**src/rtl/irq_stack_pkg.sv**
```systemverilog
package irq_stack_pkg;

  localparam int FRAME_BYTES = 9;
  localparam int SLOT_W      = $clog2(FRAME_BYTES);

  // Position of each byte in the frame, counted from the top of stack.
  typedef enum logic [SLOT_W-1:0] {
    SLOT_RET_LO = 4'd0,
    SLOT_RET_HI = 4'd1,
    SLOT_IY_LO  = 4'd2,
    SLOT_IY_HI  = 4'd3,
    SLOT_IX_LO  = 4'd4,
    SLOT_IX_HI  = 4'd5,
    SLOT_ACCA   = 4'd6,
    SLOT_ACCB   = 4'd7,
    SLOT_CCR    = 4'd8
  } slot_e;

  localparam slot_e SLOT_LAST = SLOT_CCR;

endpackage

```
**src/rtl/isk_ctrl.sv**
```systemverilog
module isk_ctrl
  import irq_stack_pkg::*;
(
  input  logic              clk,
  input  logic              rst_n,
  input  logic              req_i,
  input  logic              ready_i,
  output logic              load_o,
  output logic              step_o,
  output logic              finish_o,
  output logic              busy_o,
  output logic [SLOT_W-1:0] slot_o,
  output logic              done_o,
  output logic              mask_o
);

  logic              busy_q;
  logic [SLOT_W-1:0] slot_q;
  logic              done_q;
  logic              mask_q;
  logic              accept;
  logic              at_last;

  assign accept   = busy_q & ready_i;
  assign at_last  = (slot_q == SLOT_W'(SLOT_LAST));
  assign load_o   = req_i & ~busy_q;
  assign step_o   = accept & ~at_last;
  assign finish_o = accept & at_last;

  always_ff @(posedge clk) begin
    if (!rst_n) begin
      busy_q <= 1'b0;
      slot_q <= '0;
      done_q <= 1'b0;
      mask_q <= 1'b0;
    end else begin
      done_q <= 1'b0;
      mask_q <= 1'b0;
      if (load_o) begin
        busy_q <= 1'b1;
        slot_q <= '0;
      end else if (finish_o) begin
        busy_q <= 1'b0;
        slot_q <= '0;
        done_q <= 1'b1;
        mask_q <= 1'b1;
      end else if (step_o) begin
        slot_q <= slot_q + 1'b1;
      end
    end
  end

  assign busy_o = busy_q;
  assign slot_o = slot_q;
  assign done_o = done_q;
  assign mask_o = mask_q;

endmodule

```
**src/rtl/isk_frame.sv**
```systemverilog
module isk_frame
  import irq_stack_pkg::*;
#(
  parameter int DW = 8,
  localparam int WW = 2 * DW
) (
  input  logic              clk,
  input  logic              rst_n,
  input  logic              load_i,
  input  logic              illop_i,
  input  logic [WW-1:0]     pc_i,
  input  logic [WW-1:0]     illop_pc_i,
  input  logic [WW-1:0]     ix_i,
  input  logic [WW-1:0]     iy_i,
  input  logic [DW-1:0]     acca_i,
  input  logic [DW-1:0]     accb_i,
  input  logic [DW-1:0]     ccr_i,
  input  logic [SLOT_W-1:0] slot_i,
  output logic [DW-1:0]     data_o
);

  localparam int NWORDS = 3;

  logic [WW-1:0] words_q [NWORDS];
  logic [DW-1:0] acca_q, accb_q, ccr_q;
  logic [DW-1:0] lanes [FRAME_BYTES];

  always_ff @(posedge clk) begin
    if (!rst_n) begin
      for (int i = 0; i < NWORDS; i++) words_q[i] <= '0;
      acca_q <= '0;
      accb_q <= '0;
      ccr_q  <= '0;
    end else if (load_i) begin
      words_q[0] <= illop_i ? illop_pc_i : pc_i;
      words_q[1] <= iy_i;
      words_q[2] <= ix_i;
      acca_q     <= acca_i;
      accb_q     <= accb_i;
      ccr_q      <= ccr_i;
    end
  end

  // The word registers occupy consecutive low/high byte pairs.
  for (genvar g = 0; g < NWORDS; g++) begin : g_word_lanes
    assign lanes[2*g]   = words_q[g][DW-1:0];
    assign lanes[2*g+1] = words_q[g][WW-1:DW];
  end

  assign lanes[SLOT_ACCA] = acca_q;
  assign lanes[SLOT_ACCB] = accb_q;
  assign lanes[SLOT_CCR]  = ccr_q;

  always_comb begin
    data_o = '0;
    for (int i = 0; i < FRAME_BYTES; i++) begin
      if (slot_i == SLOT_W'(i)) data_o = lanes[i];
    end
  end

endmodule

```
**src/rtl/isk_addr.sv**
```systemverilog
module isk_addr
  import irq_stack_pkg::*;
#(
  parameter int AW = 16
) (
  input  logic              clk,
  input  logic              rst_n,
  input  logic              load_i,
  input  logic              finish_i,
  input  logic [AW-1:0]     sp_i,
  input  logic [SLOT_W-1:0] slot_i,
  output logic [AW-1:0]     addr_o,
  output logic [AW-1:0]     sp_o
);

  logic [AW-1:0] base_q;
  logic [AW-1:0] sp_q;

  always_ff @(posedge clk) begin
    if (!rst_n) begin
      base_q <= '0;
      sp_q   <= '0;
    end else begin
      if (load_i)   base_q <= sp_i;
      if (finish_i) sp_q   <= base_q - AW'(FRAME_BYTES);
    end
  end

  // Modulo-2^AW arithmetic: crossing zero simply wraps.
  assign addr_o = base_q - {{(AW-SLOT_W){1'b0}}, slot_i};
  assign sp_o   = sp_q;

endmodule

```
**src/rtl/irq_stack_seq.sv**
```systemverilog
module irq_stack_seq
  import irq_stack_pkg::*;
#(
  parameter int AW = 16,
  parameter int DW = 8
) (
  input  logic            clk,
  input  logic            rst_n,
  input  logic            entry_req_i,
  input  logic            illop_i,
  input  logic [AW-1:0]   sp_i,
  input  logic [DW-1:0]   acca_i,
  input  logic [DW-1:0]   accb_i,
  input  logic [DW-1:0]   ccr_i,
  input  logic [2*DW-1:0] ix_i,
  input  logic [2*DW-1:0] iy_i,
  input  logic [2*DW-1:0] pc_i,
  input  logic [2*DW-1:0] illop_pc_i,
  output logic            wr_valid_o,
  input  logic            wr_ready_i,
  output logic [AW-1:0]   wr_addr_o,
  output logic [DW-1:0]   wr_data_o,
  output logic [AW-1:0]   sp_o,
  output logic            busy_o,
  output logic            done_o,
  output logic            mask_upd_o
);

  logic              load;
  logic              step;
  logic              finish;
  logic              busy;
  logic [SLOT_W-1:0] slot;

  isk_ctrl u_ctrl (
    .clk      (clk),
    .rst_n    (rst_n),
    .req_i    (entry_req_i),
    .ready_i  (wr_ready_i),
    .load_o   (load),
    .step_o   (step),
    .finish_o (finish),
    .busy_o   (busy),
    .slot_o   (slot),
    .done_o   (done_o),
    .mask_o   (mask_upd_o)
  );

  isk_frame #(.DW(DW)) u_frame (
    .clk        (clk),
    .rst_n      (rst_n),
    .load_i     (load),
    .illop_i    (illop_i),
    .pc_i       (pc_i),
    .illop_pc_i (illop_pc_i),
    .ix_i       (ix_i),
    .iy_i       (iy_i),
    .acca_i     (acca_i),
    .accb_i     (accb_i),
    .ccr_i      (ccr_i),
    .slot_i     (slot),
    .data_o     (wr_data_o)
  );

  isk_addr #(.AW(AW)) u_addr (
    .clk      (clk),
    .rst_n    (rst_n),
    .load_i   (load),
    .finish_i (finish),
    .sp_i     (sp_i),
    .slot_i   (slot),
    .addr_o   (wr_addr_o),
    .sp_o     (sp_o)
  );

  logic unused_step;
  assign unused_step = step;

  assign wr_valid_o = busy;
  assign busy_o     = busy;

endmodule

```
**config.mk**
```make
export PLATFORM = sky130hd
export DESIGN_NAME = irq_stack_seq
export DESIGN_NICKNAME = d
export VERILOG_FILES = /design/src/rtl/irq_stack_pkg.sv /design/src/rtl/isk_ctrl.sv /design/src/rtl/isk_frame.sv /design/src/rtl/isk_addr.sv /design/src/rtl/irq_stack_seq.sv
export SDC_FILE = /design/constraint.sdc
export NUM_CORES = 1
export LEC_CHECK = 0
export ABC_AREA = 0
export BUFFER_PORTS_ARGS = -buffer_cell sky130_fd_sc_hd__buf_4
export CORE_UTILIZATION = 51
export CTS_BUF_LIST = sky130_fd_sc_hd__clkbuf_8
export DETAILED_ROUTE_END_ITERATION = 6
export PLACE_DENSITY = 0.84
export SYNTH_ARGS = -nofsm -noshare
export SYNTH_HDL_FRONTEND = slang
export SYNTH_SLANG_ARGS = --single-unit
```
**constraint.sdc**
```tcl
create_clock -name clk -period 2.3 [get_ports clk]
set_input_delay 0 -clock clk [delete_from_list [all_inputs] [get_ports clk]]
set_output_delay 0 -clock clk [all_outputs]
set_load 0.02 [all_outputs]
```
== Word level (Yosys, flattened, before mapping) ==
Memory sizes are Yosys's and may differ from the RTL's.
Index checks and enable logic that the tools add are counted.

* Register bits: 62
* Bits in writable memories: 48
* Memories: 1
* Output and inout bits: 44
* Logic and storage cells: 54
* Input port bits: 109

{| class="wikitable"
|+ Memories
! memory !! depth !! bits a word !! rd ports !! clocked after Yosys merged registers in !! wr ports !! RTL line !! RTL
|-
| u_frame.words_q || 3 || 16 || 3 || 0 || 3 || isk_frame.sv:24 || <nowiki>logic [WW-1:0] words_q [NWORDS];</nowiki>
|}

* Reductions and logical operators: 4
* Add/sub/neg operators: 3
* Muxes and demuxes: 20
* Eq/ne operators: 8
* Bitwise gates (word level): 10

{| class="wikitable"
|+ Operators with widths
! operator !! number
|-
| $mux 8 || 9
|-
| $mux 16 || 4
|-
| $eq 4x3->1 const B || 4
|-
| $sub 16x4->16 || 1
|-
| $sub 16x4->16 const B || 1
|-
| $eq 4x2->1 const B || 2
|-
| $mux 1 || 7
|-
| $add 4x1->4 const B || 1
|-
| $and 1x1->1 || 4
|-
| $eq 4x1->1 const B || 1
|-
| $eq 4x4->1 const B || 1
|-
| $logic_not 4->1 || 1
|-
| $not 1->1 || 3
|-
| $or 1x1->1 || 3
|-
| $reduce_or 3->1 || 1
|-
| $reduce_bool 2->1 || 1
|-
| $reduce_or 2->1 || 1
|}

== Longest topological paths before layout ==
Gate-level depths: netlist of run 1.

* Word-level depth: 10
* Mapped depth: 9
* Mapped depth without buffers: 8

== By module ==
From an unflattened synthesis of run 1, not the netlist that was laid out.

* Cell total of the unflattened synthesis: 538
* Area, all modules: 5,554.1 µm²

{| class="wikitable"
|+ Modules (own cells, without submodules)
! module !! area each (µm²) !! seq. area each (µm²) !! times used !! cells each
|-
| isk_frame || 3,512.1 || 1,921.8 || 1 || 300
|-
| isk_addr || 1,735.4 || 640.6 || 1 || 202
|-
| isk_ctrl || 299.0 || 120.1 || 1 || 35
|-
| irq_stack_seq || 7.5 || 0.0 || 1 || 1
|}

== Least setup slack after synthesis of run 1 ==
No wires, ideal clock.

* Kind: register -> register
* From: register u_ctrl.busy_q (netlist: u_ctrl.busy_o)
* To: memory u_frame.words_q[0][0] (netlist bit) (enable)
* Setup time: 0.383 ns
* Required time: 1.917 ns
* Clock period less this slack: 2.042 ns
* Data arrival time: 1.658 ns
* Setup slack: 0.258 ns
* Buffers on the path: 2
* Cell stages (with the launch flop): 6
* Cell sequence: dfxtp_1 nand2b_1 and2_1 clkbuf_1 buf_1 inv_2

{| class="wikitable"
|+ RTL lines
! element !! RTL line !! RTL
|-
| start, declared || isk_ctrl.sv:17 || <nowiki>logic busy_q;</nowiki>
|-
| start signal, assigned || isk_ctrl.sv:32 || <nowiki>busy_q <= 1'b0;</nowiki>
|-
| start signal, assigned || isk_ctrl.sv:40 || <nowiki>busy_q <= 1'b1;</nowiki>
|-
| start signal, assigned || isk_ctrl.sv:43 || <nowiki>busy_q <= 1'b0;</nowiki>
|-
| end, declared || isk_frame.sv:24 ||
|}

== Final worst setup path of run 1 ==
* From: register u_ctrl.slot_q[1] (netlist: u_ctrl.slot_o[1])
* To: output port wr_data_o[4]

* Cells in the longest elaborated chain, start to end: 10
* Elaborated cells on any way between the ends: 18
* Those cells by class: eq/ne (8); mux (9); reduce/logical (1)

{| class="wikitable"
|+ RTL lines
! element !! RTL line !! RTL
|-
| start, declared || isk_ctrl.sv:18 || <nowiki>logic [SLOT_W-1:0] slot_q;</nowiki>
|-
| start signal, assigned || isk_ctrl.sv:48 || <nowiki>slot_q <= slot_q + 1'b1;</nowiki>
|-
| $logic_not 4->1 || isk_frame.sv:57 || <nowiki>if (slot_i == SLOT_W'(i)) data_o = lanes[i];</nowiki>
|-
| $mux 8 (8 in series) || isk_frame.sv:57 ||
|-
| $mux 8 * || isk_frame.sv:57 ||
|-
| end, declared || irq_stack_seq.sv:22 || <nowiki>output logic [DW-1:0] wr_data_o,</nowiki>
|}

Every way passes the cells marked *; elsewhere a longest branch is shown, timed or not.

==> results.sh, run 1 <==
export IMPL_synth_cells=516
export IMPL_fin_ws_ns=-0.241
export IMPL_finalHoldViolCount=0
export IMPL_cp_end_kind="output port"
export IMPL_crit_chain="buf_4, ha_4, nor3b_1, buf_4, nand2_1, a21oi_1, o22ai_1, nand2_1, buf_6"
export IMPL_drc=34
export IMPL_ios=153
export IMPL_crit_type="reg2out"
export IMPL_drtAntennaViolNets=0
export IMPL_cp_slowest_stage_delay_ns=0.41
export IMPL_synth_xor_area_share_pct=4.13
export IMPL_grtUsageTotal_pct=35.1
export IMPL_chipWidth_microns=104
export IMPL_fin_cells=918
export IMPL_nets=899
export IMPL_antenna_found_initial=0
export IMPL_fin_skew_ns=0.0134
export IMPL_drt_iter0_drc=728
export IMPL_synth_top_family_by_area="compound AO/OA/AOI/OAI gates"
export IMPL_port_buffers=152
export IMPL_yosys_area_top_type_share_pct=27.2
export IMPL_syn_num_nets=635
export IMPL_dieArea_sq_um=10800
export IMPL_htree_levels=3
export IMPL_synth_edf_count=48
export IMPL_grt_pass1_wl_microns=29100
export IMPL_max_cap_violations=0
export IMPL_cts_root_buf="clkbuf_8"
export IMPL_synthDistinctLibCells=60
export IMPL_clock_sinks=110
export IMPL_synth_area_top_cells="edfxtp_1 (27%), dfxtp_1 (23%), a22o_1 (6.4%), and2_1 (3.9%), nor2_1 (3.2%)"
export IMPL_grt_overflow=0
export IMPL_period_needed_ns=2.54
export IMPL_clk_pin_slew_ns=0.11
export IMPL_num_antenna_cells=0
export IMPL_fmax_ghz=0.394
export IMPL_gp_congestion=0.969
export IMPL_yosys_area_share_simple_pct=15.3
export IMPL_hp_class="in2reg"
export IMPL_initial_core_util_pct=53.5
export IMPL_violations="design-rule violations, negative setup slack"
export IMPL_avgSynthCellArea_sq_um=10.3
export IMPL_worstPathRequired_ns=2.30
export IMPL_dpl_cell_count=778
export IMPL_p_leak_uw=0.00354
export IMPL_dr_pass1_iters=7
export IMPL_core_sq_um=9910
export IMPL_ir_drop_v=0.000368
export IMPL_row_count=36
export IMPL_synth_most_common_cell="dfxtp_1"
export IMPL_cts_tree="done"
export IMPL_cp_start_kind="flip-flop"
export IMPL_clk_latency_ns=0.40
export IMPL_syn_to_final_growth_pct=58.0
export IMPL_ys_ff_latch=110
export IMPL_arrival_ns=2.54
export IMPL_netlist_top_cell_by_area="edfxtp_1"
export IMPL_cpMaxStageDelayCell="a21oi_1"
export IMPL_drive_gt1_share_pct=34.4
export IMPL_synthMuxAreaShare_pct=3.02
export IMPL_synthAdderAreaFrac_pct=2.50
export IMPL_seq_area_frac_synth_pct=50.6
export IMPL_power_uw=4690
export IMPL_syn_area_sq_um=5300
export IMPL_cts_path_max_buffers=2
export IMPL_slew_viol_final=0
export IMPL_synthTopCellsByCount="dfxtp_1 (62), edfxtp_1 (48), nor2_1 (45)"
export IMPL_grt_max_degree=73
export IMPL_worst_slew_pin_slew_ns=0.501
export IMPL_synth_ff_type="dfxtp_1"
export IMPL_slew_headroom_pct=66.6
export IMPL_powerDensity_nw_per_um2=560
export IMPL_hpwl_microns=10100
export IMPL_die_h_microns=104
export IMPL_r2r_slack_ns=0.37
export IMPL_wl_per_cell_microns=24.0
export IMPL_grt_pass1_vias=5672
export IMPL_synth_compound_area_share_pct=19.6
export IMPL_setup_viol=11
export IMPL_status="finished with violations"
export IMPL_cp_max_fo=5
export IMPL_yosysWarningCount=0
export IMPL_viasPerCell=6.31
export IMPL_rsz0062_at_grt="yes"
export IMPL_cts_inserted_buffers=9
export IMPL_dr_total_vias=5791
export IMPL_fin_crit_sh_pct=110
export IMPL_drt_total_wl_microns=22100
export IMPL_async_flop_share_pct=0
final cells by class:
class | instances | area [sq um]
clock inverters | 5 | 56.3
flip-flops and latches | 110 | 2700
inverters | 19 | 76.3
multi-input cells | 346 | 2680
repair buffers | 294 | 2560
well taps | 133 | 166
fillers | 478 | 1530
clock buffers | 11 | 151
kinds of logic after synthesis:
family | after synthesis
compound gates | 141
xor+xnor | 25
mux | 16
flops | 110
simple gates | 154
buf+inv | 60
fa+ha+maj | 10
cells in the final DEF (no fill, tap or decap), types with 5 or more instances in the layout:
cell type | netlist | layout
buf_4 | 2 | 171
dlygate4sd3_1 | 0 | 108
dfxtp_1 | 62 | 57
edfxtp_1 | 48 | 48
nor2_1 | 45 | 42
a22o_1 | 39 | 39
and2_1 | 33 | 33
nand2_1 | 30 | 29
o21ai_0 | 22 | 16
a21oi_1 | 18 | 16
mux2i_1 | 16 | 16
inv_1 | 16 | 13
xnor2_1 | 13 | 12
xor2_1 | 12 | 11
clkbuf_8 | 0 | 11
buf_6 | 3 | 10
a22oi_1 | 8 | 7
nand4_1 | 6 | 6
a21oi_2 | 5 | 6
ha_4 | 0 | 6
nor3_1 | 8 | 5
nand3_1 | 6 | 5
a31oi_2 | 0 | 5
a211oi_1 | 6 | 5
worst paths after layout:
| check | from | endpoint | depth (start not counted) |
|---|---|---|---|
| max | u_ctrl.slot_o[1] | wr_data_o[4] | 9 |
| min | accb_i[1] | u_frame.accb_q[1] | 3 |
| max reg2reg | u_ctrl.slot_o[1] | u_addr.sp_o[3] | 8 |
| min reg2reg | u_addr.base_q[0] | u_addr.sp_o[0] | 1 |
what timing repair did:
action | CTS | global route
pin swaps | 7 | 27
setup buffers | 3 | 13
hold buffers | 108 | 0
gates resized for setup | 28 | 57
setup endpoints to repair | 18 | 17
hold endpoints to repair | 101 | 0
through the flow:
stage | instance area (sq um) | setup TNS (ns) | util (%) | hold slack, ns | setup slack (ns)
3_5_place_dp | 6590 | 0 | 66.5 | 0.202 | 0.0702
3_3_place_gp | 6590 | 0 | 66.5 | 0.205 | 0.236
2_1_floorplan | 5300 | 0 | - | 0.109 | 0.258
4_1_cts | 8010 | 0 | 80.8 | 0.353 | 0.00537
5_1_grt | 8380 | -1.86 | 84.6 | 0.370 | -0.297
6_report | 8380 | -1.46 | 84.6 | 0.356 | -0.241
flip-flops by register name, indices dropped and copies added, names as in the netlist:
register and flops:
u_addr.base_q 16, u_addr.sp_o 16, u_ctrl.busy_o 1, u_ctrl.done_o 1
u_ctrl.slot_o 4, u_frame.acca_q 8, u_frame.accb_q 8, u_frame.ccr_q 8
u_frame.words_q 48
metal layers:
layer | track usage [%] | up-vias | routed length (microns)
li1 | - | 2411 | -
met2 | 61.1 | 548 | 10600
met4 | 26.1 | 0 | 1890
met3 | 7.02 | 187 | 2430
met5 | 0 | - | 0
met1 | 37.7 | 2645 | 7140
where the power goes:
group	internal (uW)	switching, uW
registers	2150	115
logic	589	534
clock network	565	733
worst max-delay path: cells and delay by family (launching register included):
kind | cells | cell delay, ns
adders and majority gates | 1 | 0.19
buffers and inverters | 3 | 0.49
and+or+nand+nor | 3 | 0.45
AOI/OAI and AO/OA | 2 | 0.59
DFF | 1 | 0.40
(Power assumes the default switching activity.)
==> inputs of run 2 (changes only) <==
- CORE_MARGIN: not set -> 10
- SETUP_SLACK_MARGIN: not set -> 0.15
==> results.sh, run 2 (synthesis gave the netlist of run 1 again) <==
export IMPL_grt_overflow=0
export IMPL_antenna_found_initial=5
export IMPL_core_sq_um=10200
export IMPL_htree_levels=3
export IMPL_nFillCells=517
export IMPL_mostFrequentLayoutCells="buf_4 (179), dlygate4sd3_1 (108), dfxtp_1 (54), edfxtp_1 (48), nor2_1 (42)"
export IMPL_final_util_pct=83.4
export IMPL_fmax_ghz=0.435
export IMPL_cts_root_buf="clkbuf_8"
export IMPL_gr_usage_met2_pct=42.1
export IMPL_finalHoldViolCount=0
export IMPL_nets=906
export IMPL_gp_congestion=0.905
export IMPL_initial_core_util_pct=51.8
export IMPL_drt_iter0_drc=539
export IMPL_ir_drop_v=0.000333
export IMPL_ios=153
export IMPL_slew_headroom_pct=71.6
export IMPL_hp_class="in2reg"
export IMPL_crit_type="reg2out"
export IMPL_grt_max_degree=73
export IMPL_drive_gt1_share_pct=37.6
export IMPL_fin_ws_ns=0.00233
export IMPL_port_buffers=152
export IMPL_cts_tree="done"
export IMPL_clk_latency_ns=0.38
export IMPL_p_leak_uw=0.00362
export IMPL_rsz0062_at_grt="yes"
export IMPL_cp_end_kind="output port"
export IMPL_wl_per_cell_microns=22.2
export IMPL_dieArea_sq_um=14900
export IMPL_pre_cts_ws_ns=0.131
export IMPL_worst_slew_pin_slew_ns=0.420
export IMPL_grtUsageTotal_pct=24.3
export IMPL_arrival_ns=2.30
export IMPL_grt_busiest_layer="met2"
export IMPL_setup_viol=0
export IMPL_die_h_microns=122
export IMPL_fin_crit_sh_pct=99.9
export IMPL_cts_path_max_buffers=2
export IMPL_grtUsageMet1_pct=26.7
export IMPL_cts_inserted_buffers=9
export IMPL_max_cap_violations=0
export IMPL_clock_sinks=110
export IMPL_largest_reg_flops=48
export IMPL_chipWidth_microns=122
export IMPL_grtUsageMet3_pct=7.31
export IMPL_fin_skew_ns=0.0150
export IMPL_cp_start_kind="flip-flop"
export IMPL_powerDensity_nw_per_um2=541
export IMPL_mostFrequentLayoutCell="buf_4"
export IMPL_cp_max_fo=4
export IMPL_dr_pass1_iters=5
export IMPL_viasPerCell=5.82
export IMPL_worstPathRequired_ns=2.30
export IMPL_slew_viol_final=0
export IMPL_drt_total_wl_microns=20800
export IMPL_hpwl_microns=11700
export IMPL_row_count=37
export IMPL_grt_pass1_wl_microns=28700
export IMPL_dr_total_vias=5432
export IMPL_drtAntennaViolNets=0
export IMPL_regMostFlops="u_frame.words_q"
export IMPL_status="finished, final reports clean"
export IMPL_grt_pass1_vias=5496
export IMPL_clk_pin_slew_ns=0.11
export IMPL_period_needed_ns=2.30
export IMPL_drc=0
export IMPL_syn_to_final_growth_pct=61.0
run 2: path summary, 6_finish.rpt:
check	cells past startpoint	slack, ns	from	endpoint
setup / recovery	8	0.002	u_ctrl.slot_o[1]	wr_addr_o[9]
hold / removal	3	0.37	accb_i[5]	u_frame.accb_q[5]
setup reg to reg	9	0.25	u_ctrl.slot_o[0]	u_addr.sp_o[4]
hold reg to reg	1	0.50	u_frame.acca_q[7]	u_frame.acca_q[7]
run 2: layer usage:
layer	vias to the layer above	wire length (microns)
li1	2433	-
met1	2548	7400
met2	355	10600
met3	96	1750
met4	0	1060
met5	-	0
run 2: area by class of cell:
class | instances | area, sq um | share of cell area (%)
Antenna cell | 6 | 15.0 | 0.176
Clock buffer | 10 | 138 | 1.61
Clock inverter | 6 | 60.1 | 0.704
Inverter | 19 | 80.1 | 0.938
Multi-Input combinational cell | 346 | 2760 | 32.3
Sequential cell | 110 | 2710 | 31.7
Tap cell | 136 | 170 | 1.99
Timing Repair Buffer | 301 | 2610 | 30.6
run 2: timing repair:
item,in CTS,in global routing
endpoints found under the setup margin,20,20
gates resized for setup,41,70
gates cloned,0,0
setup buffers,6,16
pin swaps,8,27
hold endpoints to repair,100,0
hold buffers,108,0
run 2: stage by stage:
step	total power [uW]	cell area [sq um]	hold WS, ns	TNS [ns]	cells
2_1_floorplan	2710	5300	0.109	0	516
3_3_place_gp	3070	6600	0.206	0	782
3_5_place_dp	3080	6600	0.212	0	782
4_1_cts	4420	8080	0.363	0	912
5_1_grt	4790	8540	0.367	-0.165	934
6_report	4620	8540	0.369	0	934
run 2: worst max-delay path: stages (launching register included):
cell and delay (ns):
dfxtp_4 0.41, inv_4 0.07, ha_4 0.24, nor2b_4 0.14
o31ai_4 0.31, nand3_2 0.19, nor3_4 0.21, xor2_1 0.17
buf_4 0.17
run 2: report_power, final:
group	total, uW	internal, uW	switching (uW)
clock network	1220	532	689
registers	2250	2150	99.3
logic	1150	615	535
total	4620	3300	1320
==> inputs of run 3 (changes only) <==
- CORE_UTILIZATION: 51 -> 49
- clock period: 2.3 -> 1.9 ns (I/O delays scaled with it)
==> results.sh, run 3 (synthesis gave the netlist of run 1 again) <==
export IMPL_hp_class="in2reg"
export IMPL_grtUsageMet3_pct=6.61
export IMPL_reg2reg_to="u_addr.sp_o[14]"
export IMPL_drive_gt1_share_pct=43.3
export IMPL_regMostFlops="u_frame.words_q"
export IMPL_cts_root_buf="clkbuf_8"
export IMPL_p_leak_uw=0.00392
export IMPL_drtAntennaViolNets=0
export IMPL_status="finished with violations"
export IMPL_gr_usage_met2_pct=46.4
export IMPL_rsz0062_at_grt="yes"
export IMPL_arrival_ns=2.49
export IMPL_dr_pass1_iters=6
export IMPL_cp_max_fo=8
export IMPL_power_frac_comb_pct=28.9
export IMPL_dpl_cell_count=807
export IMPL_worst_slew_pin_slew_ns=0.500
export IMPL_drt_iter0_drc=820
export IMPL_slew_viol_final=0
export IMPL_drt_total_wl_microns=24800
export IMPL_antenna_found_initial=1
export IMPL_seqPwrFrac_pct=47.1
export IMPL_period_needed_ns=2.49
export IMPL_pre_cts_ws_ns=-0.0911
export IMPL_chipWidth_microns=124
export IMPL_fin_cells=962
export IMPL_largest_reg_flops=48
export IMPL_clock_sinks=110
export IMPL_fin_skew_ns=0.0293
export IMPL_pwr_share_clk_pct=24.0
export IMPL_row_count=37
export IMPL_r2r_start="u_addr.base_q[7]"
export IMPL_drc=0
export IMPL_hold_end="u_frame.words_q[0][2]"
export IMPL_core_sq_um=10400
export IMPL_htree_levels=3
export IMPL_die_h_microns=124
export IMPL_clk_pin_slew_ns=0.14
export IMPL_grt_pass1_wl_microns=30700
export IMPL_wl_per_cell_microns=25.8
export IMPL_holdWs_ns=-0.0129
export IMPL_fin_crit_sh_pct=131
export IMPL_ir_drop_v=0.000579
export IMPL_grt_busiest_layer="met2"
export IMPL_p_int_uw=3980
export IMPL_grtUsageMet1_pct=27.5
export IMPL_crit_type="reg2out"
export IMPL_critPathLaunch="u_ctrl.slot_o[1]"
export IMPL_finalSetupTns_ns=-7.97
export IMPL_holdPathStages=3
export IMPL_clk_latency_ns=0.41
export IMPL_powerDensity_nw_per_um2=629
export IMPL_ios=153
export IMPL_cp_end_kind="output port"
export IMPL_fin_ws_ns=-0.588
export IMPL_cts_inserted_buffers=9
export IMPL_dieArea_sq_um=15400
export IMPL_nFillCells=366
export IMPL_worstPathRequired_ns=1.90
export IMPL_initial_core_util_pct=50.9
export IMPL_p_sw_share_pct=31.3
export IMPL_hpwl_microns=12300
export IMPL_cts_path_max_buffers=2
export IMPL_cts_tree="done"
export IMPL_grtUsageTotal_pct=25.9
export IMPL_dr_total_vias=5968
export IMPL_finalHoldViolCount=1
export IMPL_gp_congestion=0.905
export IMPL_switchingPower_uw=1820
export IMPL_slew_headroom_pct=66.6
export IMPL_max_cap_violations=0
export IMPL_grt_overflow=0
export IMPL_setup_viol=25
export IMPL_hp_start="illop_pc_i[2]"
export IMPL_reg2regPathDepth=6
export IMPL_cp_start_kind="flip-flop"
export IMPL_grt_max_degree=55
export IMPL_r2r_slack_ns=-0.04
export IMPL_grt_pass1_vias=5777
export IMPL_viasPerCell=6.20
export IMPL_final_util_pct=88.4
export IMPL_port_buffers=152
export IMPL_mostFrequentLayoutCells="buf_4 (191), dlygate4sd3_1 (107), dfxtp_1 (56), edfxtp_1 (48), nor2_1 (42)"
export IMPL_nets=938
export IMPL_syn_to_final_growth_pct=73.6
export IMPL_fmax_ghz=0.402
export IMPL_violations="negative hold slack, negative setup slack"
export IMPL_mostFrequentLayoutCell="buf_4"
==> run 3: cell count changes in the layout (fill, tap and decap cells not counted), sizes merged <==
cell	previous run	this run
bufinv	1	0
clkinv	5	4
buf	193	224
diode	6	2
clkinvlp	1	0
inv	18	22
dlygate4sd3	108	107
clkbuf	10	11
==> run 3: repair_timing <==
item	4_1_cts	5_1_grt
pin swaps	21	42
gates cloned	0	2
gates resized for setup	87	66
setup endpoints to repair	26	33
buffers inserted	5	23
hold buffers	107	0
endpoints found under the hold margin	99	0
==> run 3: how the worst max path moves through the flow <==
| stage | to | cells after the start | slack, ns |
|---|---|---|---|
| 6_report | wr_data_o[2] | 8 | -0.59 |
| 5_1_grt | wr_data_o[2] | 8 | -0.64 |
| 4_1_cts | wr_addr_o[5] | 8 | -0.27 |
| 3_5_place_dp | wr_data_o[3] | 7 | -0.09 |
| 3_3_place_gp | wr_data_o[2] | 9 | 0.02 |
| 2_1_floorplan | wr_data_o[2] | 8 | 0.13 |
==> run 3: area by class of cell <==
class | instances | area (sq um) | share of cell area, %
timing repair buffer | 333 | 2970 | 32.2
antenna | 2 | 5.00 | 0.0544
clock inverter | 7 | 46.3 | 0.503
sequential | 110 | 2700 | 29.3
tap | 136 | 170 | 1.85
inverter | 19 | 90.1 | 0.978
clock buffer | 9 | 124 | 1.35
multi-input combinational | 346 | 3110 | 33.8
==> run 3: routing by layer <==
layer	vias up	wire length, microns	part of all wire [%]
met4	0	1720	6.9
met3	155	2570	10
li1	2490	-	-
met5	-	0	0
met1	2809	8460	34
met2	514	12100	49
==> run 3: per-stage QoR <==
| step | area [sq um] | hold slack (ns) | total power [uW] |
|---|---|---|---|
| after CTS | 8640 | 0.000780 | 5400 |
| after global routing | 9210 | 0.0327 | 5910 |
| final | 9210 | -0.0129 | 5800 |
| after floorplan | 5480 | 0.109 | 3340 |
| after detailed placement | 6960 | 0.216 | 3840 |
| after global placement | 6960 | 0.208 | 3820 |
==> run 3: worst max-delay path, cell delays in order (launching register included) <==
cell and delay, ns:
dfxtp_4 0.40, inv_6 0.10, ha_4 0.22, nor2b_1 0.45, a2111oi_4 0.12, a311oi_1 0.31
o21bai_1 0.18, a31oi_2 0.13, buf_4 0.18
==> run 3: power by group through the flow <==
stage | clock [uW] | combinational (uW) | sequential (uW)
after detailed placement | 0 | 1100 | 2740
after global routing | 1440 | 1740 | 2730
after floorplan | 0 | 628 | 2710
final | 1390 | 1680 | 2730
after global placement | 0 | 1080 | 2740
after CTS | 1300 | 1400 | 2700
